### src/rtl/lwn_pkg.sv
package lwn_pkg;
  typedef logic [1:0] wcode_t;
  localparam int ADV_W   = 3;
  localparam int MAX_LN  = 16;
  localparam int FREQ_W  = 4;
  localparam int REG_W   = 4;

  // bit 2 set marks an illegal code; it falls back to the narrowest width
  function automatic wcode_t decode_adv(input logic [ADV_W-1:0] raw);
    return raw[2] ? 2'd0 : raw[1:0];
  endfunction

  function automatic wcode_t narrower(input wcode_t a, input wcode_t b);
    return (a < b) ? a : b;
  endfunction

  function automatic logic [MAX_LN-1:0] lane_mask(input wcode_t c);
    logic [MAX_LN:0] ones;
    ones = (1 << (2 << c)) - 1;
    return ones[MAX_LN-1:0];
  endfunction
endpackage

### src/rtl/lwn_adv_sampler.sv
module lwn_adv_sampler
  import lwn_pkg::*;
(
  input  logic             clk,
  input  logic             cold_rst_n,
  input  logic             link_rst_n,
  input  logic             ctl_in,
  input  logic [ADV_W-1:0] cad_in,
  output wcode_t           peer_code,
  output logic             in_cold,
  output logic             cold_rel,
  output logic             warm_rel
);
  logic             link_q;
  logic             cold_ph;
  logic [ADV_W-1:0] adv_q;
  logic             rel;

  assign rel = link_rst_n & ~link_q;

  always_ff @(posedge clk or negedge cold_rst_n) begin
    if (!cold_rst_n) begin
      link_q  <= 1'b0;
      cold_ph <= 1'b1;
      adv_q   <= '0;
    end else begin
      link_q <= link_rst_n;
      if (rel) cold_ph <= 1'b0;
      if (cold_ph && !link_rst_n && !ctl_in) adv_q <= cad_in;
    end
  end

  assign peer_code = decode_adv(adv_q);
  assign in_cold   = cold_ph;
  assign cold_rel  = rel & cold_ph;
  assign warm_rel  = rel & ~cold_ph;
endmodule

### src/rtl/lwn_stop_detect.sv
module lwn_stop_detect (
  input  logic clk,
  input  logic cold_rst_n,
  input  logic stop_n,
  input  logic link_rst_n,
  input  logic in_cold,
  output logic reconnect
);
  logic stop_q;

  always_ff @(posedge clk or negedge cold_rst_n) begin
    if (!cold_rst_n) stop_q <= 1'b1;
    else             stop_q <= stop_n;
  end

  assign reconnect = stop_n & ~stop_q & link_rst_n & ~in_cold;
endmodule

### src/rtl/lwn_cfg_regs.sv
module lwn_cfg_regs
  import lwn_pkg::*;
#(
  parameter wcode_t TX_CAP = 2'd3,
  parameter wcode_t RX_CAP = 2'd2
) (
  input  logic              clk,
  input  logic              cold_rst_n,
  input  logic              reg_we,
  input  logic              reg_sel,
  input  logic [REG_W-1:0]  reg_wdata,
  input  logic              cold_rel,
  input  logic              apply_evt,
  input  wcode_t            peer_code,
  output wcode_t            act_tx,
  output wcode_t            act_rx,
  output logic [FREQ_W-1:0] act_freq,
  output wcode_t            pend_tx
);
  wcode_t            pend_rx;
  logic [FREQ_W-1:0] pend_freq;
  wcode_t            neg_tx;
  wcode_t            neg_rx;

  assign neg_tx = narrower(peer_code, TX_CAP);
  assign neg_rx = narrower(peer_code, RX_CAP);

  always_ff @(posedge clk or negedge cold_rst_n) begin
    if (!cold_rst_n) begin
      pend_tx   <= '0;
      pend_rx   <= '0;
      pend_freq <= '0;
      act_tx    <= '0;
      act_rx    <= '0;
      act_freq  <= '0;
    end else begin
      if (reg_we && !reg_sel) begin
        pend_tx <= narrower(reg_wdata[1:0], TX_CAP);
        pend_rx <= narrower(reg_wdata[3:2], RX_CAP);
      end
      if (reg_we && reg_sel) pend_freq <= reg_wdata[FREQ_W-1:0];
      if (cold_rel) begin
        pend_tx <= neg_tx;
        pend_rx <= neg_rx;
        act_tx  <= neg_tx;
        act_rx  <= neg_rx;
      end
      if (apply_evt) begin
        act_tx   <= pend_tx;
        act_rx   <= pend_rx;
        act_freq <= pend_freq;
      end
    end
  end
endmodule

### src/rtl/lnk_width_neg.sv
module lnk_width_neg
  import lwn_pkg::*;
#(
  parameter wcode_t TX_CAP = 2'd3,
  parameter wcode_t RX_CAP = 2'd2
) (
  input  logic              clk,
  input  logic              cold_rst_n,
  input  logic              link_rst_n,
  input  logic              ctl_in,
  input  logic [ADV_W-1:0]  cad_in,
  input  logic              stop_n,
  input  logic              reg_we,
  input  logic              reg_sel,
  input  logic [REG_W-1:0]  reg_wdata,
  output logic [ADV_W-1:0]  cad_adv,
  output logic [1:0]        tx_wcode,
  output logic [1:0]        rx_wcode,
  output logic [MAX_LN-1:0] tx_lane_en,
  output logic [FREQ_W-1:0] freq_sel
);
  wcode_t peer_code;
  wcode_t pend_tx;
  logic   in_cold;
  logic   cold_rel;
  logic   warm_rel;
  logic   reconnect;
  logic   apply_evt;

  lwn_adv_sampler u_samp (
    .clk(clk), .cold_rst_n(cold_rst_n), .link_rst_n(link_rst_n),
    .ctl_in(ctl_in), .cad_in(cad_in), .peer_code(peer_code),
    .in_cold(in_cold), .cold_rel(cold_rel), .warm_rel(warm_rel)
  );

  lwn_stop_detect u_stop (
    .clk(clk), .cold_rst_n(cold_rst_n), .stop_n(stop_n),
    .link_rst_n(link_rst_n), .in_cold(in_cold), .reconnect(reconnect)
  );

  assign apply_evt = warm_rel | reconnect;

  lwn_cfg_regs #(.TX_CAP(TX_CAP), .RX_CAP(RX_CAP)) u_regs (
    .clk(clk), .cold_rst_n(cold_rst_n), .reg_we(reg_we), .reg_sel(reg_sel),
    .reg_wdata(reg_wdata), .cold_rel(cold_rel), .apply_evt(apply_evt),
    .peer_code(peer_code), .act_tx(tx_wcode), .act_rx(rx_wcode),
    .act_freq(freq_sel), .pend_tx(pend_tx)
  );

  assign cad_adv    = link_rst_n ? '0 : {1'b0, RX_CAP};
  assign tx_lane_en = lane_mask(tx_wcode);
endmodule

### config.mk
export PLATFORM = sky130hd
export DESIGN_NAME = lnk_width_neg
export DESIGN_NICKNAME = d
export VERILOG_FILES = /design/src/rtl/lwn_pkg.sv /design/src/rtl/lwn_adv_sampler.sv /design/src/rtl/lwn_stop_detect.sv /design/src/rtl/lwn_cfg_regs.sv /design/src/rtl/lnk_width_neg.sv
export SDC_FILE = /design/constraint.sdc
export NUM_CORES = 1
export LEC_CHECK = 0
export ABC_CLOCK_PERIOD_IN_PS = 1600
export BUFFER_PORTS_ARGS = -buffer_cell sky130_fd_sc_hd__buf_2
export CAP_MARGIN = 20
export CORE_MARGIN = 1
export CORE_UTILIZATION = 43
export DETAILED_ROUTE_END_ITERATION = 16
export GPL_TIMING_DRIVEN = 0
export PLACE_DENSITY = 0.84
export SETUP_SLACK_MARGIN = 0.5
export SLEW_MARGIN = 10
export SYNTH_ARGS = -nofsm -noshare
export SYNTH_HDL_FRONTEND = slang
export SYNTH_HIERARCHICAL = 1
export SYNTH_SLANG_ARGS = --single-unit
### constraint.sdc
create_clock -name clk -period 1.6 [get_ports clk]
set_input_delay 0.32 -clock clk [delete_from_list [all_inputs] [get_ports clk]]
set_output_delay 0.32 -clock clk [all_outputs]
set_load 0.03 [all_outputs]
* After elaboration in Yosys (flattened, before gate mapping) *
Index checks and enable logic that the tools add are counted.

cells by class
  reduce and logical (&&, ||, !) cells = 9
  bitwise gates (word level) = 10
  shift operators = 2
  add/sub/neg operators = 1
  $lt $le $gt $ge = 4
  muxes and demuxes = 14

operator list
  kind                                                                   number
  1-bit by 32-bit left shift with 16-bit output (first input constant)   1
  2-bit by 2-bit left shift with 32-bit output (first input constant)    1
  2-bit 2-to-1 mux                                                       14
  16-bit by 2-bit subtractor with 16-bit output (second input constant)  1
  2-bit less-than comparator (second input constant)                     4
  1-bit AND                                                              6
  1-bit logical AND                                                      4
  2-bit nonzero test                                                     2
  1-bit logical NOT                                                      3
  1-bit NOT                                                              3
  1-bit OR                                                               1

storage, ports and cells
  logic and storage cells = 50
  register bits = 22
  input bits = 14

* Depth between registers and ports, before layout *
  depth after elaboration = 6
  gate-level depth with buffers = 6

* Cells and area by module *
Netlist, hierarchy kept.

by module, submodules not included
  module           sequential area each (um^2)  cells each  area an instance (um^2)  times used
  lwn_cfg_regs     400.4                        55          698.2                    1
  lwn_adv_sampler  126.4                        16          216.5                    1
  lnk_width_neg    0.0                          22          136.4                    1
  lwn_stop_detect  26.3                         2           38.8                     1

* Least setup slack after synthesis *
OpenSTA, ideal clock, no wires.

  path kind = register -> register
  from = register u_samp.cold_ph, in the netlist u_samp/in_cold
  to = register u_regs.act_freq[1]
  arrival = 1452 ps
  cell stages (with the launch flop) = 5
  slack = 23 ps
  buffers on the path = 1
  cells stage by stage = dfstp_2 -> and4bb_2 -> or2_2 -> buf_6 -> mux2_2

between the ends
  longest elaborated chain between the ends = 3
  elaborated cells on any way between the ends = 4
  those cells by class = 4 x bitwise

ends and longest elaborated chain
  element                 line                   source
  from (decl)             lwn_adv_sampler.sv:15  logic cold_ph;
  from (signal assigned)  lwn_adv_sampler.sv:24  cold_ph <= 1'b1;
  from (signal assigned)  lwn_adv_sampler.sv:28  if (rel) cold_ph <= 1'b0;
  1-bit NOT               lwn_stop_detect.sv:16  assign reconnect = stop_n & ~stop_q & link_rst_n & ~in_cold;
  1-bit AND               lwn_stop_detect.sv:16
  net reconnect           lnk_width_neg.sv:27    logic reconnect;
  1-bit OR                lnk_width_neg.sv:41    assign apply_evt = warm_rel | reconnect;
  net apply_evt           lnk_width_neg.sv:28    logic apply_evt;
  to (signal assigned)    lwn_cfg_regs.sv:51     act_freq <= pend_freq;
  to (decl)               lwn_cfg_regs.sv:17     output logic [FREQ_W-1:0] act_freq,

The timed path passes the listed nets, and every way through them passes these cells.
A chain may end at the register's enable or synchronous reset.

* Final worst setup path *
  from = register u_regs.act_tx[0]
  to = output tx_lane_en[3]

between the ends
  longest elaborated chain between the ends = 3

ends and longest elaborated chain
  element                                        line                 source
  from (decl)                                    lwn_cfg_regs.sv:15   output wcode_t act_tx,
  from (signal assigned)                         lwn_cfg_regs.sv:45   act_tx <= neg_tx;
  from (signal assigned)                         lwn_cfg_regs.sv:49   act_tx <= pend_tx;
  2-bit by 2-bit left shift with 32-bit output   lwn_pkg.sv:19        ones = (1 << (2 << c)) - 1;
  1-bit by 32-bit left shift with 16-bit output  lwn_pkg.sv:19
  16-bit by 2-bit subtractor with 16-bit output  lwn_pkg.sv:19
  to (decl)                                      lnk_width_neg.sv:19  output logic [MAX_LN-1:0] tx_lane_en,

No other way between the ends.

==> results_dict.tcl <==
set metrics [dict create \
    endpoint_kind "primary output" \
    clkLatencyLatePin_ps 310 \
    status "finished clean" \
    hp-class "in2reg" \
    yosysWarnings 6 \
    min_period_ps 1580 \
    drtIter0Drc 8 \
    nets 167 \
    synth_seq_cells 22 \
    h-tree-depth 1 \
    maxCapViolCount 0 \
    post-place-ws_ps 40.6 \
    netlist-cell-type-count 29 \
    fp.dieH_um 52.3 \
    rows 17 \
    p_seq_share_pct 37.7 \
    cpPeakStageDelay_ps 450 \
    pwr-share-clk_pct 16.7 \
    synthCells 95 \
    cp.required_ps 1280 \
    die_x_um 52.3 \
    wl_per_cell_um 15.0 \
    pwr-share-comb_pct 45.6 \
    drc 0 \
    yosysTopAreaCellShare_pct 45.9 \
    critPathSlowestCell "dfrtp_2" \
    antennaDiodeCount 0 \
    syn_to_final_growth_pct 63.0 \
    finish.instance_area_mm2 0.00178 \
    max_freq_ghz 0.635 \
    placed_area_mm2 0.00137 \
    core_mm2 0.00230 \
    setup_violations 0 \
    root_buffer "clkbuf_4" \
    finalCritPeriodShare_pct 98.5 \
    clk_path_buf_depth 2 \
    grt_pass1_wl_mm 4.00 \
    numCtsBuffers 3 \
    p_total_mw 1.83 \
    p_per_area_mw_per_mm2 1030 \
    placed_cells 161 \
    finalSetupTns_ps 0 \
    antenna_found_initial 0 \
    crit_top_cell "buf_6" \
    final_cells 180 \
    yosysSeqAreaShare_pct 50.7 \
    fin_worst_skew_ps 1.42 \
    synth_area_mm2 0.00109 \
    crit_type "reg2out" \
    dr_total_vias 875 \
    grt_pass1_vias 909 \
    finalMaxSlewViolations 0 \
    clk_pin_slew_ps 120 \
    drive_gt1_share_pct 73.0 \
    cts.sinks 22 \
    synth_area_leader_cell "dfrtp_1" \
    postRouteAntennaNets 0 \
    synth_area_leaders "dfrtp_1 46%, mux2_2 11%, buf_4 8.3%" \
    crit_family "flip-flops" \
    hold_viol_final 0 \
    startpoint_type "flip-flop" \
    avgSynthCellArea_um2 11.5 \
    cp.arrival_ps 1260 \
    placement.io_buffers 36 \
    path_cells "or2_4 -> buf_6 -> buf_6" \
    place_congestion 0.750 \
    routed_via_density 4.86 \
    rsz0062_at_grt "yes" \
    utilization_pct 77.3 \
    layout_setup_ws_ps 24.6 \
    gr-total-overflow 0 \
    grt_max_degree 23 \
    critical_path_buf_inv_count 2 \
    routed_wl_mm 2.71 \
    die_area_mm2 0.00274 \
    detail_route.first_pass.iterations 4 \
    switching_power_uw 628 \
    dp_hpwl_mm 1.41 \
    cp_max_fo 4 \
    pin_count 41 \
    switching_share_pct 34.3 \
    cts_tree "yes" \
    start_util_pct 47.4 \
    p_leak_nw 0.866 \
    grt.total_usage_pct 20.1 \
    p_int_mw 1.20 \
    vdd_drop_max_uv 921 \
    hold_ws_ps 112 \
]
## final timing paths
| check | from | endpoint | slack [ps] | depth (start not counted) |
|---|---|---|---|---|
| worst min register to register | u_regs/pend_freq[2]$_DFFE_PN0P_ | u_regs/act_freq[2]$_DFFE_PN0P_ | 520 | 1 |
| worst min-delay path | stop_n | u_stop/stop_q$_DFF_PN1_ | 110 | 1 |
| worst max-delay path | u_regs/act_tx[0]$_DFFE_PN0P_ | tx_lane_en[3] | 20 | 3 |
| min in group asynchronous | cold_rst_n | u_regs/act_freq[3]$_DFFE_PN0P_ | 490 | 2 |
| worst max register to register | u_samp/in_cold$_DFFE_PN1P_ | u_regs/act_freq[3]$_DFFE_PN0P_ | 30 | 4 |
| max in group asynchronous | cold_rst_n | u_regs/act_tx[0]$_DFFE_PN0P_ | 770 | 2 |
## sequential cells by signal, indices dropped and copies added, names as in the netlist
register          count
u_regs/pend_freq      4
u_samp/link_q         1
u_regs/act_freq       4
u_regs/act_rx         2
u_samp/adv_q          3
u_regs/pend_rx        2
u_stop/stop_q         1
u_samp/in_cold        1
u_regs/pend_tx        2
u_regs/act_tx         2
## synthesized netlist by cell type, drive strengths merged
| library cell | n |
|---|---|
| a211oi | 1 |
| a21oi | 1 |
| a221oi | 1 |
| a31oi | 1 |
| a32oi | 1 |
| and2 | 2 |
| and2b | 1 |
| and4bb | 1 |
| buf | 14 |
| clkbuf | 4 |
| conb | 2 |
| dfrtp | 20 |
| dfstp | 2 |
| inv | 4 |
| mux2 | 11 |
| mux2i | 4 |
| nand2 | 8 |
| nand2b | 2 |
| nand3 | 1 |
| nor2 | 3 |
| nor2b | 3 |
| nor3 | 1 |
| nor3b | 1 |
| o21ai | 4 |
| or2 | 2 |
## routing by layer
layer | routed length, um | vias up | GRT usage (%)
li1 | - | 414 | -
met1 | 1060 | 423 | 21.4
met2 | 1530 | 36 | 39.2
met3 | 104 | 2 | 2.61
met4 | 23 | 0 | 7.46
met5 | 0 | - | 0
## cell type report
| type | count | area [um2] |
|---|---|---|
| Sequential cell | 22 | 556 |
| Inverter | 4 | 20.0 |
| Clock buffer | 4 | 36.3 |
| Fill cell | 138 | 520 |
| Multi-Input combinational cell | 53 | 493 |
| Buffer | 18 | 188 |
| Tap cell | 28 | 35.0 |
| Timing Repair Buffer | 51 | 449 |
## worst reg2reg max path, delay by kind of cell (launching register included)
family | cells | cell delay [ps]
buffers and inverters | 1 | 140
muxes | 1 | 270
and+or+nand+nor | 2 | 480
DFF | 1 | 560
## placed cells by master (no fill, tap or decap), types with 2 or more instances in the layout
cell type  Yosys  layout
dfstp_2        2       2
buf_6          2      41
nand2_4        0       2
mux2_2        11       6
buf_4         12      12
mux2i_1        4       4
nand2_1        8       4
nand2_2        0       2
mux2_4         0       5
nor2b_1        2       2
or2_4          0       2
nor2_1         3       2
o21ai_2        0       4
dfrtp_1       20      18
conb_1         2       4
inv_1          4       2
buf_2          0      15
inv_4          0       2
dfrtp_2        0       2
clkbuf_4       0       3
## timing repair
item	in CTS	in global routing
setup endpoints to repair	37	37
buffers inserted	8	4
cloned	2	0
endpoints found under the hold margin	20	0
resized for setup	55	22
pin swaps	4	7
hold buffers	1	0
## cell families after synthesis
kind of cell	count (synthesis)	synth area share, %
buffers and inverters	22	13.1
flip-flops	22	50.7
AND/OR/NAND/NOR	25	14.7
AO/OA/AOI/OAI	9	5.74
other	2	0.689
multiplexers	15	15.0
## power groups by stage
stage	Clock (mW)	Combinational, mW	Sequential (mW)
after floorplan	0	0.325	0.769
final	0.305	0.834	0.690
after global routing	0.335	0.879	0.700
after global placement	0	0.547	0.682
after detailed placement	0	0.555	0.687
after CTS	0.316	0.733	0.680
No activity file was read; power rests on OpenSTA's default activity.
